### config.mk
export PLATFORM = sky130hd
export DESIGN_NAME = osc_trim_search
export DESIGN_NICKNAME = d
export VERILOG_FILES = /design/src/rtl/osc_trim_pkg.sv /design/src/rtl/trim_err_cmp.sv /design/src/rtl/trim_code_step.sv /design/src/rtl/osc_trim_search.sv
export SDC_FILE = /design/constraint.sdc
export NUM_CORES = 1
export LEC_CHECK = 0
export ABC_AREA = 0
export BUFFER_PORTS_ARGS = -buffer_cell sky130_fd_sc_hd__buf_4
export CORE_ASPECT_RATIO = 0.8
export CORE_UTILIZATION = 49
export DETAILED_ROUTE_END_ITERATION = 12
export HOLD_SLACK_MARGIN = 0.08
export PLACE_DENSITY = 0.69
export SYNTH_ARGS = -nofsm -noshare
export SYNTH_HDL_FRONTEND = slang
export SYNTH_HIERARCHICAL = 1
export SYNTH_SLANG_ARGS = --single-unit
### constraint.sdc
create_clock -name clk_i -period 15.45 [get_ports clk_i]
set_input_delay 2.3175 -clock clk_i [delete_from_list [all_inputs] [get_ports clk_i]]
set_output_delay 2.3175 -clock clk_i [all_outputs]
set_load 0.01 [all_outputs]
### src/rtl/osc_trim_pkg.sv
package osc_trim_pkg;
  typedef enum logic [2:0] {
    ST_IDLE,
    ST_MEAS,
    ST_EVAL,
    ST_FMEAS,
    ST_DONE
  } trim_st_e;

  typedef enum logic [1:0] {
    SG_ZERO = 2'd0,
    SG_POS  = 2'd1,
    SG_NEG  = 2'd2
  } err_sg_e;
endpackage

### src/rtl/trim_err_cmp.sv
module trim_err_cmp
  import osc_trim_pkg::*;
#(
  parameter int CNT_W = 16
) (
  input  logic [CNT_W-1:0] target_i,
  input  logic [CNT_W-1:0] cnt_i,
  output err_sg_e          sg_o,
  output logic [CNT_W-1:0] abs_o
);
  logic [CNT_W:0] diff;

  always_comb begin
    diff = {1'b0, target_i} - {1'b0, cnt_i};
    if (diff == '0) sg_o = SG_ZERO;
    else if (diff[CNT_W]) sg_o = SG_NEG;
    else sg_o = SG_POS;
    abs_o = diff[CNT_W] ? CNT_W'(-diff) : diff[CNT_W-1:0];
  end
endmodule

### src/rtl/trim_code_step.sv
module trim_code_step
  import osc_trim_pkg::*;
#(
  parameter int W = 5
) (
  input  logic [W-1:0] code_i,
  input  err_sg_e      sg_i,
  output logic [W-1:0] code_o,
  output logic         ovf_o
);
  localparam logic [W-1:0] CODE_MAX = {W{1'b1}};

  always_comb begin
    code_o = code_i;
    ovf_o  = 1'b0;
    unique case (sg_i)
      SG_POS: begin
        if (code_i == CODE_MAX) ovf_o = 1'b1;
        else code_o = code_i + 1'b1;
      end
      SG_NEG: begin
        if (code_i == '0) ovf_o = 1'b1;
        else code_o = code_i - 1'b1;
      end
      default: ;
    endcase
  end
endmodule

### src/rtl/osc_trim_search.sv
module osc_trim_search
  import osc_trim_pkg::*;
#(
  parameter int CNT_W  = 16,
  parameter int DIV_W  = 5,
  parameter int CALI_W = 6
) (
  input  logic              clk_i,
  input  logic              rst_ni,
  input  logic              start_i,
  input  logic [CNT_W-1:0]  target_i,
  output logic              meas_req_o,
  input  logic              meas_done_i,
  input  logic [CNT_W-1:0]  meas_cnt_i,
  output logic [DIV_W-1:0]  div_code_o,
  output logic [CALI_W-1:0] cali_code_o,
  output logic              busy_o,
  output logic              done_o,
  output logic              fail_o,
  output logic [CNT_W-1:0]  final_cnt_o
);
  localparam logic [DIV_W-1:0]  DIV_MID  = DIV_W'(1) << (DIV_W - 1);
  localparam logic [CALI_W-1:0] CALI_MID = CALI_W'(1) << (CALI_W - 1);

  trim_st_e          st_q, st_d;
  logic [DIV_W-1:0]  div_q, div_d, pdiv_q, pdiv_d;
  logic [CALI_W-1:0] cali_q, cali_d, pcali_q, pcali_d;
  logic              fine_q, fine_d, pv_q, pv_d;
  err_sg_e           psg_q, psg_d;
  logic [CNT_W-1:0]  pabs_q, pabs_d;
  logic [CNT_W-1:0]  cnt_q, cnt_d, fcnt_q, fcnt_d;
  logic              done_q, done_d, fail_q, fail_d;

  err_sg_e           cur_sg, sel_sg;
  logic [CNT_W-1:0]  cur_abs, sel_abs;
  logic [DIV_W-1:0]  sel_div, step_div;
  logic [CALI_W-1:0] sel_cali, step_cali;
  logic              ovf_div, ovf_cali, chg, take_prev;

  trim_err_cmp #(.CNT_W(CNT_W)) u_cmp (
    .target_i(target_i),
    .cnt_i   (cnt_q),
    .sg_o    (cur_sg),
    .abs_o   (cur_abs)
  );

  // sign change against the previous point; ties keep the current point
  always_comb begin
    chg       = pv_q && (cur_sg != psg_q);
    take_prev = chg && (pabs_q < cur_abs);
    sel_div   = take_prev ? pdiv_q  : div_q;
    sel_cali  = take_prev ? pcali_q : cali_q;
    sel_sg    = take_prev ? psg_q   : cur_sg;
    sel_abs   = take_prev ? pabs_q  : cur_abs;
  end

  trim_code_step #(.W(DIV_W)) u_step_div (
    .code_i(sel_div),
    .sg_i  (sel_sg),
    .code_o(step_div),
    .ovf_o (ovf_div)
  );

  trim_code_step #(.W(CALI_W)) u_step_cali (
    .code_i(sel_cali),
    .sg_i  (sel_sg),
    .code_o(step_cali),
    .ovf_o (ovf_cali)
  );

  always_comb begin
    st_d    = st_q;
    div_d   = div_q;
    cali_d  = cali_q;
    pdiv_d  = pdiv_q;
    pcali_d = pcali_q;
    fine_d  = fine_q;
    pv_d    = pv_q;
    psg_d   = psg_q;
    pabs_d  = pabs_q;
    cnt_d   = cnt_q;
    fcnt_d  = fcnt_q;
    done_d  = done_q;
    fail_d  = fail_q;
    unique case (st_q)
      ST_IDLE, ST_DONE: begin
        if (start_i) begin
          st_d   = ST_MEAS;
          div_d  = DIV_MID;
          cali_d = CALI_MID;
          fine_d = 1'b0;
          pv_d   = 1'b0;
          done_d = 1'b0;
          fail_d = 1'b0;
          fcnt_d = '0;
        end
      end
      ST_MEAS: begin
        if (meas_done_i) begin
          cnt_d = meas_cnt_i;
          st_d  = ST_EVAL;
        end
      end
      ST_EVAL: begin
        if (cnt_q == '0) begin
          st_d   = ST_DONE;
          done_d = 1'b1;
          fail_d = 1'b1;
        end else if (cur_sg == SG_ZERO) begin
          st_d = ST_FMEAS;
        end else if (chg && fine_q) begin
          div_d  = sel_div;
          cali_d = sel_cali;
          st_d   = ST_FMEAS;
        end else begin
          fine_d  = fine_q | chg;
          pv_d    = 1'b1;
          pdiv_d  = sel_div;
          pcali_d = sel_cali;
          psg_d   = sel_sg;
          pabs_d  = sel_abs;
          div_d   = sel_div;
          cali_d  = sel_cali;
          if (fine_d) begin
            if (ovf_cali) begin
              st_d   = ST_DONE;
              done_d = 1'b1;
              fail_d = 1'b1;
            end else begin
              cali_d = step_cali;
              st_d   = ST_MEAS;
            end
          end else begin
            if (ovf_div) begin
              st_d   = ST_DONE;
              done_d = 1'b1;
              fail_d = 1'b1;
            end else begin
              div_d = step_div;
              st_d  = ST_MEAS;
            end
          end
        end
      end
      ST_FMEAS: begin
        if (meas_done_i) begin
          fcnt_d = meas_cnt_i;
          done_d = 1'b1;
          st_d   = ST_DONE;
        end
      end
      default: st_d = ST_IDLE;
    endcase
  end

  always_ff @(posedge clk_i or negedge rst_ni) begin
    if (!rst_ni) begin
      st_q    <= ST_IDLE;
      div_q   <= DIV_MID;
      cali_q  <= CALI_MID;
      pdiv_q  <= DIV_MID;
      pcali_q <= CALI_MID;
      fine_q  <= 1'b0;
      pv_q    <= 1'b0;
      psg_q   <= SG_ZERO;
      pabs_q  <= '0;
      cnt_q   <= '0;
      fcnt_q  <= '0;
      done_q  <= 1'b0;
      fail_q  <= 1'b0;
    end else begin
      st_q    <= st_d;
      div_q   <= div_d;
      cali_q  <= cali_d;
      pdiv_q  <= pdiv_d;
      pcali_q <= pcali_d;
      fine_q  <= fine_d;
      pv_q    <= pv_d;
      psg_q   <= psg_d;
      pabs_q  <= pabs_d;
      cnt_q   <= cnt_d;
      fcnt_q  <= fcnt_d;
      done_q  <= done_d;
      fail_q  <= fail_d;
    end
  end

  assign meas_req_o  = (st_q == ST_MEAS) || (st_q == ST_FMEAS);
  assign busy_o      = (st_q != ST_IDLE) && (st_q != ST_DONE);
  assign div_code_o  = div_q;
  assign cali_code_o = cali_q;
  assign done_o      = done_q;
  assign fail_o      = fail_q;
  assign final_cnt_o = fcnt_q;
endmodule

# [After elaboration in Yosys (flattened, before gate mapping)]
# Index checks and enable logic that the tools add are counted.
[word_totals] ff_bits=79 input_bits=36 out_inout_bits=31
[op_classes] add_sub_neg=6 order_cmp=1 eq_ne=20 muxes=63 n_bitwise=5 n_reduce_logical=25
[ops] operator="$mux 6" count=9
[ops] operator="$mux 16" count=3
[ops] operator="$mux 5" count=9
[ops] operator="$pmux 16 s2" count=1
[ops] operator="$mux 3" count=9
[ops] operator="$pmux 6 s2" count=2
[ops] operator="$pmux 5 s2" count=2
[ops] operator="$mux 1" count=18
[ops] operator="$logic_not 17->1" count=1
[ops] operator="$sub 16x16->17" count=1
[ops] operator="$logic_not 16->1" count=1
[ops] operator="$lt 16x16->1" count=1
[ops] operator="$neg 16->16" count=1
[ops] operator="$ne 2x2->1 const B" count=6
[ops] operator="$pmux 3 s4" count=1
[ops] operator="$pmux 1 s2" count=5
[ops] operator="$reduce_and 5->1" count=2
[ops] operator="$ne 3x3->1 const B" count=3
[ops] operator="$ne 4x4->1 const B" count=2
[ops] operator="$reduce_and 4->1" count=2
[ops] operator="$reduce_and 7->1" count=1
[ops] operator="$add 6x1->6 const B" count=1
[ops] operator="$eq 3x2->1 const B" count=2
[ops] operator="$eq 6x6->1 const B" count=1
[ops] operator="other kinds (25)" count=36

# [Longest topological paths before layout]
[logic_depth] word_depth=16 mapped_depth=31 depth_no_buf=28

# [Modules after synthesis]
# Netlist, hierarchy kept.
[by_module_without_submodules] mod="osc_trim_search" instances=1 cells_each=369 area_per_inst_um2=3973.8 seq_area_each_um2=1981.9
[by_module_without_submodules] mod="trim_err_cmp" instances=1 cells_each=186 area_per_inst_um2=1326.3 seq_area_each_um2=0.0
[by_module_without_submodules] mod="trim_code_step at u_step_cali" instances=1 cells_each=70 area_per_inst_um2=452.9 seq_area_each_um2=0.0
[by_module_without_submodules] mod="trim_code_step at u_step_div" instances=1 cells_each=43 area_per_inst_um2=300.3 seq_area_each_um2=0.0

# [Worst setup path before layout]
# No wires, ideal clock.
[synth_timing] path_type="input port to flip-flop" startpoint="input port target_i[0]" endpoint="register cali_q[1], in the netlist cali_code_o[1]" t_arrival_ns=8.010 required_time_ns=15.332 setup_slack_ns=7.322 cell_stages=27 path_buffers=3 path_cell_list="inv_1 ha_1 fa_1 nand2b_1 a21oi_1 xnor2_1 o2111ai_1 a2111oi_4 a41o_1 xor2_1 inv_1 ha_1 nand4_1 or3_1 a221o_1 nand4_1 buf_2 mux2_2 buf_6 or4b_4 nor2_1 a22oi_1 nor2_1 or2_2 clkbuf_1 o21ai_0 a21o_1"
[synth_via] elab_cells_between_ends=35
[synth_rtl] element="from (decl)" line="osc_trim_search.sv:11" source="input logic [CNT_W-1:0] target_i,"
[synth_rtl] element="$sub 16x16->17 (*)" line="trim_err_cmp.sv:14" source="diff = {1'b0, target_i} - {1'b0, cnt_i};"
[synth_rtl] element="$neg 16->16" line="trim_err_cmp.sv:18" source="abs_o = diff[CNT_W] ? CNT_W'(-diff) : diff[CNT_W-1:0];"
[synth_rtl] element="$mux 16 (*)" line="trim_err_cmp.sv:18"
[synth_rtl] element="net cur_abs[15]" line="osc_trim_search.sv:35" source="logic [CNT_W-1:0] cur_abs, sel_abs;"
[synth_rtl] element="$lt 16x16->1 (*)" line="osc_trim_search.sv:50" source="take_prev = chg && (pabs_q < cur_abs);"
[synth_rtl] element="$logic_and 1x1->1 (*)" line="osc_trim_search.sv:50"
[synth_rtl] element="$mux 6 (*)" line="osc_trim_search.sv:52" source="sel_cali = take_prev ? pcali_q : cali_q;"
[synth_rtl] element="net sel_cali[3]" line="osc_trim_search.sv:37" source="logic [CALI_W-1:0] sel_cali, step_cali;"
[synth_rtl] element="[2 not listed]"
[synth_rtl] element="$pmux 1 s2 (*)" line="trim_code_step.sv:16" source="unique case (sg_i)"
[synth_rtl] element="net ovf_cali" line="osc_trim_search.sv:38" source="logic ovf_div, ovf_cali, chg, take_prev;"
[synth_rtl] element="$mux 6 (*)" line="osc_trim_search.sv:125" source="if (ovf_cali) begin"
[synth_rtl] element="$mux 6 (*)" line="osc_trim_search.sv:124" source="if (fine_d) begin"
[synth_rtl] element="$mux 6 (*)" line="osc_trim_search.sv:111" source="end else if (chg && fine_q) begin"
[synth_rtl] element="$mux 6 (*)" line="osc_trim_search.sv:109" source="end else if (cur_sg == SG_ZERO) begin"
[synth_rtl] element="$mux 6 (*)" line="osc_trim_search.sv:105" source="if (cnt_q == '0) begin"
[synth_rtl] element="$pmux 6 s2 (*)" line="osc_trim_search.sv:85" source="unique case (st_q)"
[synth_rtl] element="to (signal assigned)" line="osc_trim_search.sv:174" source="cali_q <= cali_d;"
[synth_rtl] element="to (decl)" line="osc_trim_search.sv:27" source="logic [CALI_W-1:0] cali_q, cali_d, pcali_q, pcali_d;"
# The timed path passes the listed nets; every way through them passes the cells marked *. The select of a mux whose other input is x is not followed.
# A chain may end at the register's enable or synchronous reset.

# [Worst setup path after layout]
[layout_timing] startpoint="input port target_i[0]" endpoint="register div_q[4], in the netlist div_code_o[4]"
[layout_via] elab_chain_cells=16 elab_cells_between_ends=35
[layout_rtl] element="$sub 16x16->17 (*)" line="trim_err_cmp.sv:14"
[layout_rtl] element="$logic_not 17->1 / $mux 2 (equally long branches)" line="trim_err_cmp.sv:15, trim_err_cmp.sv:16"
[layout_rtl] element="$mux 2 (*)" line="trim_err_cmp.sv:15" source="if (diff == '0) sg_o = SG_ZERO;"
[layout_rtl] element="net cur_sg[1]" line="osc_trim_search.sv:34" source="err_sg_e cur_sg, sel_sg;"
[layout_rtl] element="$ne 2x2->1 (*)" line="osc_trim_search.sv:49" source="chg = pv_q && (cur_sg != psg_q);"
[layout_rtl] element="$logic_and 1x1->1 (*)" line="osc_trim_search.sv:49"
[layout_rtl] element="$logic_and 1x1->1 (*)" line="osc_trim_search.sv:50"
[layout_rtl] element="$mux 5 (*)" line="osc_trim_search.sv:51" source="sel_div = take_prev ? pdiv_q : div_q;"
[layout_rtl] element="net sel_div[1]" line="osc_trim_search.sv:36" source="logic [DIV_W-1:0] sel_div, step_div;"
[layout_rtl] element="[2 not listed]"
[layout_rtl] element="$pmux 1 s2 (*)" line="trim_code_step.sv:16"
[layout_rtl] element="net ovf_div" line="osc_trim_search.sv:38"
[layout_rtl] element="$mux 5 (*)" line="osc_trim_search.sv:134" source="if (ovf_div) begin"
[layout_rtl] element="$mux 5 (*)" line="osc_trim_search.sv:124"
[layout_rtl] element="$mux 5 (*)" line="osc_trim_search.sv:111"
[layout_rtl] element="$mux 5 (*)" line="osc_trim_search.sv:109"
[layout_rtl] element="$mux 5 (*)" line="osc_trim_search.sv:105"
[layout_rtl] element="$pmux 5 s2 (*)" line="osc_trim_search.sv:85"
[layout_rtl] element="to (signal assigned)" line="osc_trim_search.sv:173" source="div_q <= div_d;"
[layout_rtl] element="to (decl)" line="osc_trim_search.sv:26" source="logic [DIV_W-1:0] div_q, div_d, pdiv_q, pdiv_d;"
# Marks and branches as above.

==> PnR_summary.wiki <==
{| class="wikitable"
! Metric !! Value
|-
| Total standard cell area after synthesis || 0.006053 mm^2
|-
| Total leakage power || 3.294 nW
|-
| Area taken by multi-input logic gates || 0.003670 mm^2
|-
| Skew-Pair Late Insertion Delay || 340 ps
|-
| Fill cell count || 1,020
|-
| Synth async-reset ratio || 1.000
|-
| Routability Congestion || 0.9019
|-
| Number of nets produced by synthesis || 746
|-
| Cell types occupying the most area after synthesis || sky130_fd_sc_hd__dfrtp_1 (31%), sky130_fd_sc_hd__ha_1 (8.5%), sky130_fd_sc_hd__mux2_2 (7.8%)
|-
| Number of nets in the layout || 796
|-
| Largest fanout of any net on the critical path || 16
|-
| Number of enable-type register cells in the synthesized netlist || 0
|-
| Detailed-router iteration count before antenna repair || 5
|-
| Postcts setup bufs || 0
|-
| CTS buffer count || 9
|-
| Total number of vias || 5,123
|-
| Synth top area share || 0.3100
|-
| Syn Inst Count || 668
|-
| Post-cts resize count || 0
|-
| Placed instance area || 0.006565 mm^2
|-
| Average wire length per cell after detail routing || 16.51 um
|-
| First-pass GRT wire length || 24,260 um
|-
| Total setup violations reported at the end of the flow || 0
|-
| Fraction of layout cells with a size suffix above 1 || 0.2227
|-
| Io pins || 67
|-
| Clk sink count || 79
|-
| Syn Area/Cell || 9.062 um^2
|-
| Remaining max-slew budget at the tightest pin || 0.1620
|-
| Run status || complete, no violations
|-
| Max H-tree Level || 3
|-
| Kind of capture point of the worst setup path || flop
|-
| Peak ir drop on the vdd network || 0.09177 mV
|-
| PD cells || 262.1 mW/mm^2
|-
| DIE HEIGHT || 101.4 um
|-
| Commonest register cell after synthesis || sky130_fd_sc_hd__dfrtp_1
|-
| Clock tree from TritonCTS || done
|-
| Detailed placer's ending HPWL || 10,820 um
|-
| Class of the most critical setup path || input pin to flop
|-
| Min Tclk post-route || 8820 ps
|-
| Class of the most critical hold timing path || flop to flop
|-
| FF+latch area || 0.001982 mm^2
|-
| Final hold violations || 0
|-
| Sequential share of the synthesized area || 0.3274
|-
| Remaining routing DRC violations || 0
|-
| Number of DRC markers after the initial detailed-route iteration || 481
|-
| Antenna diode count || 0
|-
| Transition at the pin with the smallest max-transition slack || 1252 ps
|-
| Required time of the worst setup path || 15,710 ps
|-
| Pin count of the biggest net entering global routing || 80
|-
| Num rows || 35
|-
| Category of the worst setup path launch point || input pin
|-
| Antenna Violating Nets Remaining || 0
|-
| Overall die width || 126.3 um
|-
| Initial antenna violation count || 0
|-
| Overall overflow remaining after global route || 0
|-
| Yosys warns || 6
|-
| Crit path max-delay cell type || sky130_fd_sc_hd__nor3_1
|-
| Area of the placeable core || 0.01178 mm^2
|-
| Die footprint || 0.01281 mm^2
|-
| Slack of the worst reg-to-reg path || 8250 ps
|-
| Number of vias per cell after detailed routing || 5.882
|-
| Total of hold buffers inserted after clock tree synthesis || 0
|-
| Clock skew after layout || 11.66 ps
|-
| Final routed wirelength across all metal layers || 14,380 um
|-
| Max incr delay on CP || 600 ps
|-
| Area overhead of the layout relative to synthesis || 13.77%
|-
| Clk pin slew, worst setup/hold paths || 60 ps
|-
| Setup repair after global routing missed its margin || no
|-
| Via count of the first global-routing pass || 4,862
|-
| Critical path arrival || 9080 ps
|-
| Max Slew Vio Count || 0
|-
| Post-route standard cell area excluding fillers || 0.006887 mm^2
|-
| Cell type contributing the most total cell area after synthesis || sky130_fd_sc_hd__dfrtp_1
|-
| Number of unique standard cell types used by synthesis || 80
|-
| Count of state elements after synthesis || 79
|-
| Maximum operating frequency || 113.4 MHz
|-
| Top cells by instance count after synthesis || sky130_fd_sc_hd__dfrtp_1 (75), sky130_fd_sc_hd__nand2_1 (75), sky130_fd_sc_hd__inv_1 (59)
|-
| Largest buffer count on any clock path || 2
|-
| Count of buffers inserted at the top-level ports || 66
|-
| Number of max-cap violations || 0
|-
| Sum of negative setup slack || 0 ps
|-
| Portion of the clock cycle consumed by the worst path in the final layout || 0.5708
|-
| Root cell of the clock tree || sky130_fd_sc_hd__clkbuf_16
|-
| Starting density of the core || 0.5139
|-
| Total routing usage reported by global routing || 0.2374
|}
-- critical path, delay by kind of cell --
family	cells	cell delay [ps]
AND/OR/NAND/NOR	9	2510
AO/OA/AOI/OAI	10	2470
adder cells (fa/ha/maj)	4	1170
buffers and inverters	5	440
XOR/XNOR	1	180
-- cells in the final DEF (no fill, tap or decap), types with 3 or more instances in the layout --
cell | Yosys | final
sky130_fd_sc_hd__nand4_1 | 9 | 9
sky130_fd_sc_hd__nand2b_1 | 4 | 4
sky130_fd_sc_hd__nor3b_1 | 3 | 3
sky130_fd_sc_hd__o21ai_1 | 3 | 3
sky130_fd_sc_hd__dfrtp_1 | 75 | 75
sky130_fd_sc_hd__a21o_1 | 8 | 8
sky130_fd_sc_hd__o2111ai_1 | 5 | 5
sky130_fd_sc_hd__o21ai_0 | 29 | 29
sky130_fd_sc_hd__mux2_2 | 42 | 42
sky130_fd_sc_hd__xnor2_1 | 23 | 23
sky130_fd_sc_hd__nand2_1 | 75 | 75
sky130_fd_sc_hd__xor2_1 | 7 | 7
sky130_fd_sc_hd__a21boi_0 | 6 | 6
sky130_fd_sc_hd__and3_1 | 10 | 10
sky130_fd_sc_hd__or2_2 | 4 | 4
sky130_fd_sc_hd__inv_1 | 59 | 59
sky130_fd_sc_hd__mux2i_1 | 4 | 4
sky130_fd_sc_hd__o2bb2ai_1 | 4 | 4
sky130_fd_sc_hd__buf_4 | 1 | 67
sky130_fd_sc_hd__a21oi_1 | 38 | 38
sky130_fd_sc_hd__or3_1 | 4 | 4
sky130_fd_sc_hd__o211a_1 | 3 | 3
sky130_fd_sc_hd__nor4_1 | 6 | 6
sky130_fd_sc_hd__dfstp_2 | 4 | 4
sky130_fd_sc_hd__nor3_1 | 7 | 7
sky130_fd_sc_hd__nor2_1 | 36 | 36
sky130_fd_sc_hd__ha_1 | 41 | 41
sky130_fd_sc_hd__nand3_1 | 34 | 34
sky130_fd_sc_hd__a31oi_1 | 10 | 10
sky130_fd_sc_hd__o211ai_1 | 4 | 4
sky130_fd_sc_hd__o21a_1 | 9 | 9
sky130_fd_sc_hd__mux2_4 | 10 | 10
sky130_fd_sc_hd__and2_1 | 4 | 4
sky130_fd_sc_hd__a22oi_1 | 3 | 3
sky130_fd_sc_hd__a211o_1 | 5 | 5
sky130_fd_sc_hd__nand3b_1 | 3 | 3
sky130_fd_sc_hd__clkbuf_16 | 0 | 9
-- state kept, by name (all words and copies together) (netlist names) --
name         flops
cnt_q           16
final_cnt_o     16
pabs_q          16
cali_code_o      6
pcali_q          6
div_code_o       5
pdiv_q           5
st_q             3
psg_q            2
done_o           1
fail_o           1
fine_q           1
pv_q             1
-- metrics by stage --
| step | hold WS, ps | power, mW | setup WS (ps) | cells | util |
|---|---|---|---|---|---|
| after floorplan | 467.7 | 1.295 | 7322 | 668 | - |
| after global placement | 483.6 | 1.532 | 6702 | 855 | 0.5573 |
| after detailed placement | 485.9 | 1.558 | 6364 | 855 | 0.5573 |
| after CTS | 509.7 | 1.799 | 6705 | 871 | 0.5846 |
| after global routing | 518.5 | 1.966 | 6160 | 871 | 0.5846 |
| final | 509.6 | 1.805 | 6630 | 871 | 0.5846 |
-- cell families after synthesis --
kind of cell,share of synthesized area
AOI/OAI and AO/OA,0.1889
DFF,0.3274
and+or+nand+nor,0.1763
adders and majority gates,0.08805
xor gates and xnor gates,0.04341
muxes,0.1095
buffers and inverters,0.06635
-- area by class of cell --
class,instances,share of cell area
multi-input combinational,501,0.5329
clock buffer,10,0.03325
inverter,60,0.03270
sequential,79,0.2878
tap,148,0.02689
clock inverter,6,0.01344
timing repair buffer,67,0.07304
-- path summary, 6_finish.rpt --
| check | to | from | cells after the start |
|---|---|---|---|
| min in group asynchronous | pabs_q[6]$_DFFE_PN0P_ | rst_ni | 1 |
| max | div_code_o[4]$_DFFE_PN1P_ | target_i[0] | 29 |
| min reg2reg | pabs_q[0]$_DFFE_PN0P_ | pabs_q[0]$_DFFE_PN0P_ | 1 |
| max reg2reg | div_code_o[4]$_DFFE_PN1P_ | cnt_q[0]$_DFFE_PN0P_ | 27 |
| min | pabs_q[0]$_DFFE_PN0P_ | pabs_q[0]$_DFFE_PN0P_ | 1 |
| max in group asynchronous | pabs_q[15]$_DFFE_PN0P_ | rst_ni | 1 |
-- routing by layer --
layer / vias up / track usage / wire [um]
met5: - / 0 / 0
met4: 0 / 0.06209 / 161
met3: 15 / 0.04966 / 761
met2: 155 / 0.3591 / 6267
met1: 2463 / 0.3452 / 7186
li1: 2490 / - / -
-- power breakdown --
part / leakage, nW / internal [mW] / switching (mW)
combinational: 2.14 / 0.504 / 0.704
clock: 0.150 / 0.143 / 0.0881
sequential: 1.00 / 0.295 / 0.0718
Power figures use the tool's default switching activity.
